--- src/rtl/wl_pkg.sv ---
package wl_pkg;
  typedef enum logic [2:0] {
    ST_IDLE,
    ST_ENTER,
    ST_MRD,
    ST_STROBE,
    ST_WLO,
    ST_SAMPLE,
    ST_EXIT,
    ST_DONE
  } wl_state_e;
endpackage

--- src/rtl/wl_wait_timer.sv ---
module wl_wait_timer #(
  parameter int CNT_W = 8
) (
  input  logic             clk_i,
  input  logic             rst_ni,
  input  logic             load_i,
  input  logic [CNT_W-1:0] load_val_i,
  output logic             expired_o
);
  logic [CNT_W-1:0] cnt_q;

  // Loaded value N gives max(N,1) cycles until expiry
  always_ff @(posedge clk_i or negedge rst_ni) begin
    if (!rst_ni)                       cnt_q <= '0;
    else if (load_i)                   cnt_q <= load_val_i;
    else if (cnt_q > CNT_W'(1))        cnt_q <= cnt_q - CNT_W'(1);
  end

  assign expired_o = (cnt_q <= CNT_W'(1)) && !load_i;
endmodule

--- src/rtl/wl_pass_filter.sv ---
module wl_pass_filter #(
  parameter int PASS_CNT = 2
) (
  input  logic clk_i,
  input  logic rst_ni,
  input  logic clear_i,
  input  logic sample_i,
  input  logic bit_i,
  output logic pass_o,
  output logic miss_o
);
  localparam int RUN_W = $clog2(PASS_CNT + 1);
  localparam logic [RUN_W-1:0] LAST = RUN_W'(PASS_CNT - 1);

  logic [RUN_W-1:0] run_q;

  always_ff @(posedge clk_i or negedge rst_ni) begin
    if (!rst_ni)                     run_q <= '0;
    else if (clear_i || miss_o)      run_q <= '0;
    else if (sample_i && bit_i)      run_q <= run_q + RUN_W'(1);
  end

  assign pass_o = sample_i && bit_i && (run_q == LAST);
  assign miss_o = sample_i && !bit_i;
endmodule

--- src/rtl/wl_tap_ctr.sv ---
module wl_tap_ctr #(
  parameter int TAP_W = 7
) (
  input  logic             clk_i,
  input  logic             rst_ni,
  input  logic             clr_i,
  input  logic             inc_i,
  output logic [TAP_W-1:0] tap_o,
  output logic             at_max_o
);
  localparam logic [TAP_W-1:0] TAP_MAX = {TAP_W{1'b1}};

  logic [TAP_W-1:0] tap_q;

  always_ff @(posedge clk_i or negedge rst_ni) begin
    if (!rst_ni)                  tap_q <= '0;
    else if (clr_i)               tap_q <= '0;
    else if (inc_i && !at_max_o)  tap_q <= tap_q + TAP_W'(1);
  end

  assign tap_o    = tap_q;
  assign at_max_o = (tap_q == TAP_MAX);
endmodule

--- src/rtl/wl_search.sv ---
module wl_search
  import wl_pkg::*;
#(
  parameter int TAP_W    = 7,
  parameter int CNT_W    = 8,
  parameter int PASS_CNT = 2
) (
  input  logic             clk_i,
  input  logic             rst_ni,
  input  logic             start_i,
  input  logic [CNT_W-1:0] wlmrd_cyc_i,
  input  logic [CNT_W-1:0] wlo_cyc_i,
  output logic             mrw_req_o,
  output logic             mrw_enter_o,
  input  logic             mrw_ack_i,
  output logic             strobe_o,
  input  logic             fb_i,
  output logic [TAP_W-1:0] tap_o,
  output logic             done_o,
  output logic             fail_o
);
  wl_state_e state_q, state_d;

  logic             tmr_load, tmr_exp;
  logic [CNT_W-1:0] tmr_val;
  logic             flt_clear, flt_sample, flt_pass, flt_miss;
  logic             tap_clr, tap_inc, tap_max;
  logic             fail_q, fail_set, start_acc;

  wl_wait_timer #(.CNT_W(CNT_W)) u_timer (
    .clk_i      (clk_i),
    .rst_ni     (rst_ni),
    .load_i     (tmr_load),
    .load_val_i (tmr_val),
    .expired_o  (tmr_exp)
  );

  wl_pass_filter #(.PASS_CNT(PASS_CNT)) u_filter (
    .clk_i    (clk_i),
    .rst_ni   (rst_ni),
    .clear_i  (flt_clear),
    .sample_i (flt_sample),
    .bit_i    (fb_i),
    .pass_o   (flt_pass),
    .miss_o   (flt_miss)
  );

  wl_tap_ctr #(.TAP_W(TAP_W)) u_tap (
    .clk_i    (clk_i),
    .rst_ni   (rst_ni),
    .clr_i    (tap_clr),
    .inc_i    (tap_inc),
    .tap_o    (tap_o),
    .at_max_o (tap_max)
  );

  always_comb begin
    state_d    = state_q;
    tmr_load   = 1'b0;
    tmr_val    = wlo_cyc_i;
    flt_clear  = 1'b0;
    flt_sample = 1'b0;
    tap_clr    = 1'b0;
    tap_inc    = 1'b0;
    fail_set   = 1'b0;
    start_acc  = 1'b0;
    unique case (state_q)
      ST_IDLE: if (start_i) begin
        start_acc = 1'b1;
        tap_clr   = 1'b1;
        state_d   = ST_ENTER;
      end
      ST_ENTER: if (mrw_ack_i) begin
        tmr_load = 1'b1;
        tmr_val  = wlmrd_cyc_i;
        state_d  = ST_MRD;
      end
      ST_MRD: if (tmr_exp) state_d = ST_STROBE;
      ST_STROBE: begin
        tmr_load  = 1'b1;
        flt_clear = 1'b1;
        state_d   = ST_WLO;
      end
      ST_WLO: if (tmr_exp) state_d = ST_SAMPLE;
      ST_SAMPLE: begin
        flt_sample = 1'b1;
        if (flt_pass) state_d = ST_EXIT;
        else if (flt_miss) begin
          if (tap_max) begin
            fail_set = 1'b1;
            state_d  = ST_EXIT;
          end else begin
            tap_inc = 1'b1;
            state_d = ST_STROBE;
          end
        end
      end
      ST_EXIT: if (mrw_ack_i) state_d = ST_DONE;
      ST_DONE: state_d = ST_IDLE;
      default: state_d = ST_IDLE;
    endcase
  end

  always_ff @(posedge clk_i or negedge rst_ni) begin
    if (!rst_ni) begin
      state_q <= ST_IDLE;
      fail_q  <= 1'b0;
    end else begin
      state_q <= state_d;
      if (start_acc)     fail_q <= 1'b0;
      else if (fail_set) fail_q <= 1'b1;
    end
  end

  assign mrw_req_o   = (state_q == ST_ENTER) || (state_q == ST_EXIT);
  assign mrw_enter_o = (state_q == ST_ENTER);
  assign strobe_o    = (state_q == ST_STROBE);
  assign done_o      = (state_q == ST_DONE);
  assign fail_o      = fail_q;
endmodule

--- config.mk ---
export PLATFORM = sky130hd
export DESIGN_NAME = wl_search
export DESIGN_NICKNAME = d
export VERILOG_FILES = /design/src/rtl/wl_pkg.sv /design/src/rtl/wl_wait_timer.sv /design/src/rtl/wl_pass_filter.sv /design/src/rtl/wl_tap_ctr.sv /design/src/rtl/wl_search.sv
export SDC_FILE = /design/constraint.sdc
export NUM_CORES = 1
export LEC_CHECK = 0
export ABC_AREA = 1
export BUFFER_PORTS_ARGS = -buffer_cell sky130_fd_sc_hd__buf_2
export CAP_MARGIN = 20
export CORE_MARGIN = 4
export CORE_UTILIZATION = 35
export DETAILED_ROUTE_END_ITERATION = 10
export PLACE_DENSITY = 0.57
export SETUP_SLACK_MARGIN = 0.1
export SYNTH_ARGS = -nofsm -noshare
export SYNTH_HDL_FRONTEND = slang
export SYNTH_SLANG_ARGS = --single-unit
--- constraint.sdc ---
create_clock -name clk_i -period 2.62 [get_ports clk_i]
set_input_delay 0.393 -clock clk_i [delete_from_list [all_inputs] [get_ports clk_i]]
set_output_delay 0.393 -clock clk_i [all_outputs]
set_load 0.005 [all_outputs]
### Word-level counts from Yosys, hierarchy flattened

Index checks and enable logic that the tools add are counted.
Widths: inputs -> output; s select.

* register bits after elaboration: 21
* memories kept: 0
* bits in latches: 0
* memory bits (read-only): 0
* word-level logic and storage cells: 74
* output and inout port bits: 12
* memory bits (writable): 0

* reductions and logical operators: 16
* div/mod/pow operators: 0
* multiplexer cells: 33
* $add $sub $neg: 3
* $mul: 0
* magnitude comparators: 2
* bitwise logic cells: 0
* shifts and indexed selects: 0
* equal/unequal tests: 15

Operators by type and width (number)
* $mux 8: 4
* $mux 3: 8
* $pmux 3 s8: 1
* $mux 1: 15
* $mux 7: 2
* $eq 3x3->1 const B: 4
* $gt 8x1->1 const B: 1
* $le 8x1->1 const B: 1
* $ne 2x2->1 const B: 4
* $reduce_bool 2->1: 4
* $sub 8x1->8 const B: 1
* $add 7x1->7 const B: 1
* $eq 7x7->1 const B: 1
* $eq 3x2->1 const B: 2
* $reduce_and 6->1: 1
* $logic_and 1x1->1: 5
* $mux 2: 2
* $eq 3x1->1 const B: 1
* $logic_not 1->1: 3
* $logic_not 3->1: 1
* $ne 3x2->1 const B: 1
* $add 2x1->2 const B: 1
* $eq 2x1->1 const B: 1
* $logic_or 1x1->1: 2
* 2 further kinds: 2

### Logic depth before layout (Yosys ltp)

* depth after elaboration: 9
* gate-level depth with buffers: 11
* gate-level depth less buffers: 11

### By module

Synthesis repeated with hierarchy kept, for this count alone.

* cells, all modules: 257
* area total of the unflattened synthesis: 1715.4 sq um

Modules (own cells, without submodules)
* wl_wait_timer: sequential area each 200.2 sq um, area an instance 573.0 sq um, cells an instance 80, times used 1
* wl_search: sequential area each 100.1 sq um, area an instance 540.5 sq um, cells an instance 90, times used 1
* wl_tap_ctr: sequential area each 175.2 sq um, area an instance 465.4 sq um, cells an instance 67, times used 1
* wl_pass_filter: sequential area each 50.0 sq um, area an instance 136.4 sq um, cells an instance 20, times used 1

### Worst setup path after synthesis

OpenSTA, ideal clock, no wires.

* kind: register -> register
* start point: register u_timer.cnt_q[0]
* end point: register state_q[2]
* buffers on the path: 0
* data arrival time: 1.302 ns
* library setup time: 0.116 ns
* cell stages (with the launch flop): 12
* period minus slack after synthesis: 1.419 ns
* slack: 1.201 ns
* cell sequence: dfrtp_1 > inv_1 > ha_1 > inv_1 > nand2_1 > nand2_1 > nor2_1 > nand2_1 > nand2_1 > nand2_1 > nand2_1 > nand2_1

* longest elaborated chain between the ends: 4

Ends and longest elaborated chain
* from (decl): line wl_wait_timer.sv:10 `logic [CNT_W-1:0] cnt_q;`
* from (signal assigned): line wl_wait_timer.sv:15 `else if (load_i) cnt_q <= load_val_i;`
* from (signal assigned): line wl_wait_timer.sv:16 `else if (cnt_q > CNT_W'(1)) cnt_q <= cnt_q - CNT_W'(1);`
* $le 8x1->1 (*): line wl_wait_timer.sv:19 `assign expired_o = (cnt_q <= CNT_W'(1)) && !load_i;`
* $logic_and 1x1->1 (*): line wl_wait_timer.sv:19
* $ne 2x2->1 (no source line)
* $reduce_and 6->1 (no source line) (*)
* to (signal assigned): line wl_search.sv:109 `state_q <= state_d;`
* to (decl): line wl_search.sv:22 `wl_state_e state_q, state_d;`

Mark *: on every way between the ends. The rest lies on a longest branch, timed or not.
A chain may end at the register's enable or synchronous reset.

### Final worst setup path

* start point: register state_q[2]
* end point: output mrw_req_o

* longest elaborated chain between the ends: 2

Ends and longest elaborated chain
* $eq 3x1->1 or $eq 3x3->1 (tied branches): line wl_search.sv:115 `assign mrw_req_o = (state_q == ST_ENTER) || (state_q == ST_EXIT);`
* $logic_or 1x1->1 (*): line wl_search.sv:115
* to (decl): line wl_search.sv:13 `output logic mrw_req_o,`

Marked as above.

==> impl_metrics.py <==
metrics = {
    "timing": {
        "worst_hold_slack_ps": 78.67,
        "max_freq_ghz": 0.5656,
        "setup_viol": 0,
        "setup_ws_ps": 851.9,
        "tightest_slew_ps": 545.3,
        "setup_tns_ps": 0,
        "relSlewSlack_pct": 63.65,
        "finalMaxSlewViolations": 0,
        "finalCriticalPeriod_ps": 1768,
        "fin_worst_skew_ps": 3.071,
        "min_period_over_period_pct": 67.49,
        "hold_viol": 0,
        "grt_setup_unrepaired": "false",
    },
    "floorplan": {
        "dieWidth_um": 74.47,
        "dieArea_um2": 5546,
        "coreArea_um2": 4144,
        "pin_count": 33,
        "num_rows": 23,
        "die_y_um": 74.47,
        "start_util_pct": 37.32,
    },
    "worst_setup_path": {
        "cp_slowest_stage_delay_ps": 690,
        "worstSetupPathType": "reg -> out",
        "critPathMaxFanout": 8,
        "arrival_ps": 1380,
        "cp-start-kind": "flop",
        "cp-end-kind": "output pin",
        "critical_path.cell_chain": "inv_6 > nand3_2 > nand2_2 > buf_2",
        "crit_slowest_cell": "dfrtp_1",
        "required_ps": 2230,
        "reg2regPathDepth": 11,
    },
    "synth": {
        "syn_area_per_cell_um2": 7.618,
        "yosys_warnings": 0,
        "synth_ff_type": "dfrtp_1",
        "synth_edf_count": 0,
        "yosysTopAreaCell": "dfrtp_1",
        "synthTopCellsByArea": "dfrtp_1 (34%), nand2_1 (14%), inv_1 (5.8%), nand3_1 (3.9%), ha_1 (3.2%)",
        "synthTopCellsByCount": "nand2_1 (57), inv_1 (24), dfrtp_1 (21)",
        "synth_nets": 228,
        "synth_top_area_share_pct": 33.98,
        "synth_most_common_cell": "nand2_1",
        "ys_seq_area_share_pct": 33.98,
        "ys_types": 34,
        "synth-async-reset-ratio_pct": 100.0,
        "synth_seq_cells": 21,
        "syn_inst": 203,
        "netlist_area_um2": 1546,
    },
    "cells_and_area": {
        "post-route-cell-area_um2": 1784,
        "multi_input_area_um2": 864.6,
        "utilization_pct": 43.06,
        "nets": 262,
        "drive_gt1_share_pct": 29.66,
        "n_fill_cell": 440,
        "insertedDiodeCount": 0,
        "seqCellArea_um2": 525.5,
        "areaGrowthSynthToFinish_pct": 15.37,
        "fin_cells": 286,
    },
    "global_routing": {
        "overflow": 0,
        "grt_max_degree": 22,
        "grt_pass1_vias": 1238,
        "track_usage_pct": 13.14,
        "grt_pass1_wl_um": 5623,
        "antenna_found_initial": 0,
    },
    "cts": {
        "post_cts_buffers": 0,
        "cts_tree": "yes",
        "cts_buffers": 3,
        "clk_pin_slew_ps": 80,
        "cts_hold_buf": 0,
        "cts_resized": 0,
        "htree_num_levels": 1,
        "cts_sinks": 21,
        "cts_max_path_buffers": 2,
        "clk_latency_ps": 260,
        "cts-root-buf": "clkbuf_8",
    },
    "placed_design": {
        "place_ws_ps": 1019,
        "post-dp-hpwl_um": 2651,
        "dp.cells": 282,
        "io_buffers": 32,
        "placed_cell_area_um2": 1735,
        "gp_congestion": 0.7647,
    },
    "route": {
        "wire_per_inst_um": 11.63,
        "drt-vias-per-instance": 4.650,
        "drt-total-wl_um": 3327,
        "route.detailed.drc": 0,
        "dr.pass1.iters": 4,
        "dr_total_vias": 1330,
        "drt-initial-drc-count": 91,
        "ant_nets": 0,
    },
    "power": {
        "power.leakage_nw": 0.9716,
        "power_density_nw_per_um2": 1003,
        "p_total_mw": 1.790,
        "vdd_drop_max_v": 0.0003526,
    },
    "run": {
        "maxCapViolations": 0,
    },
    "hold_path": {
        "min_path_type": "in -> async",
    },
    "status": {
        "status": "complete, no violations",
    },
}
## worst paths after layout
check | from | endpoint | slack, ps
worst max-delay path | state_q[2] | mrw_req_o | 850
worst min-delay path | rst_ni | u_tap.tap_o[1] | 80
worst max register to register | u_timer.cnt_q[0] | state_q[2] | 1010
worst min register to register | u_filter.run_q[1] | u_filter.run_q[1] | 500
max in group asynchronous | rst_ni | state_q[2] | 2210
min in group clk_i | wlmrd_cyc_i[1] | u_timer.cnt_q[1] | 400
## critical path, delay by kind of cell, from the launching register on
family                 cells  cell delay [ps]
AND/OR/NAND/NOR            2              190
buffers and inverters      2              220
flip-flops                 1              690
## area by class of cell
type,instances,share of cell area [%]
Multi-Input combinational cell,149,48.46
Sequential cell,21,29.45
Timing Repair Buffer,32,8.976
Inverter,30,6.872
Tap cell,50,3.506
Clock buffer,3,2.314
Clock inverter,1,0.4208
## cell usage in the layout, fill, tap and decap left out, drive strengths merged
cell type  netlist  final
inv             30     30
or2              2      2
a31oi            1      1
nor2            20     20
clkinvlp         0      1
a22oi            5      5
nor3             2      2
o21bai           2      2
xnor2            3      3
nand2           66     66
buf              3     32
a21oi            9      9
o21ai           11     11
nand3b           2      2
nand4            3      3
dfrtp           21     21
nand3           15     15
ha               4      4
xor2             1      1
o211ai           3      3
clkbuf           0      3
## flip-flops by register name, indices dropped and copies added (netlist names)
name / flops
fail_o: 1
u_filter.run_q: 2
state_q: 3
u_timer.cnt_q: 8
u_tap.tap_o: 7
## cells by family after synthesis
family / share of synthesized area, %
simple gates: 37.06
buf+inv: 10.11
compound gates: 13.35
flops: 33.98
xor+xnor: 2.266
fa+ha+maj: 3.236
## where the power goes
| group | switching [mW] | internal (mW) |
|---|---|---|
| Clock | 0.115 | 0.108 |
| Combinational | 0.554 | 0.388 |
| Sequential | 0.183 | 0.443 |
| Total | 0.851 | 0.938 |
## routing by layer
metal  share of wire (%)  vias up  GRT usage [%]
met5                   0        -              0
met4                0.72        0          2.569
met3                 4.4        4          2.973
met2                  45       23          21.27
met1                  50      588          18.10
li1                    -      715              -
(Power assumes the default switching activity.)
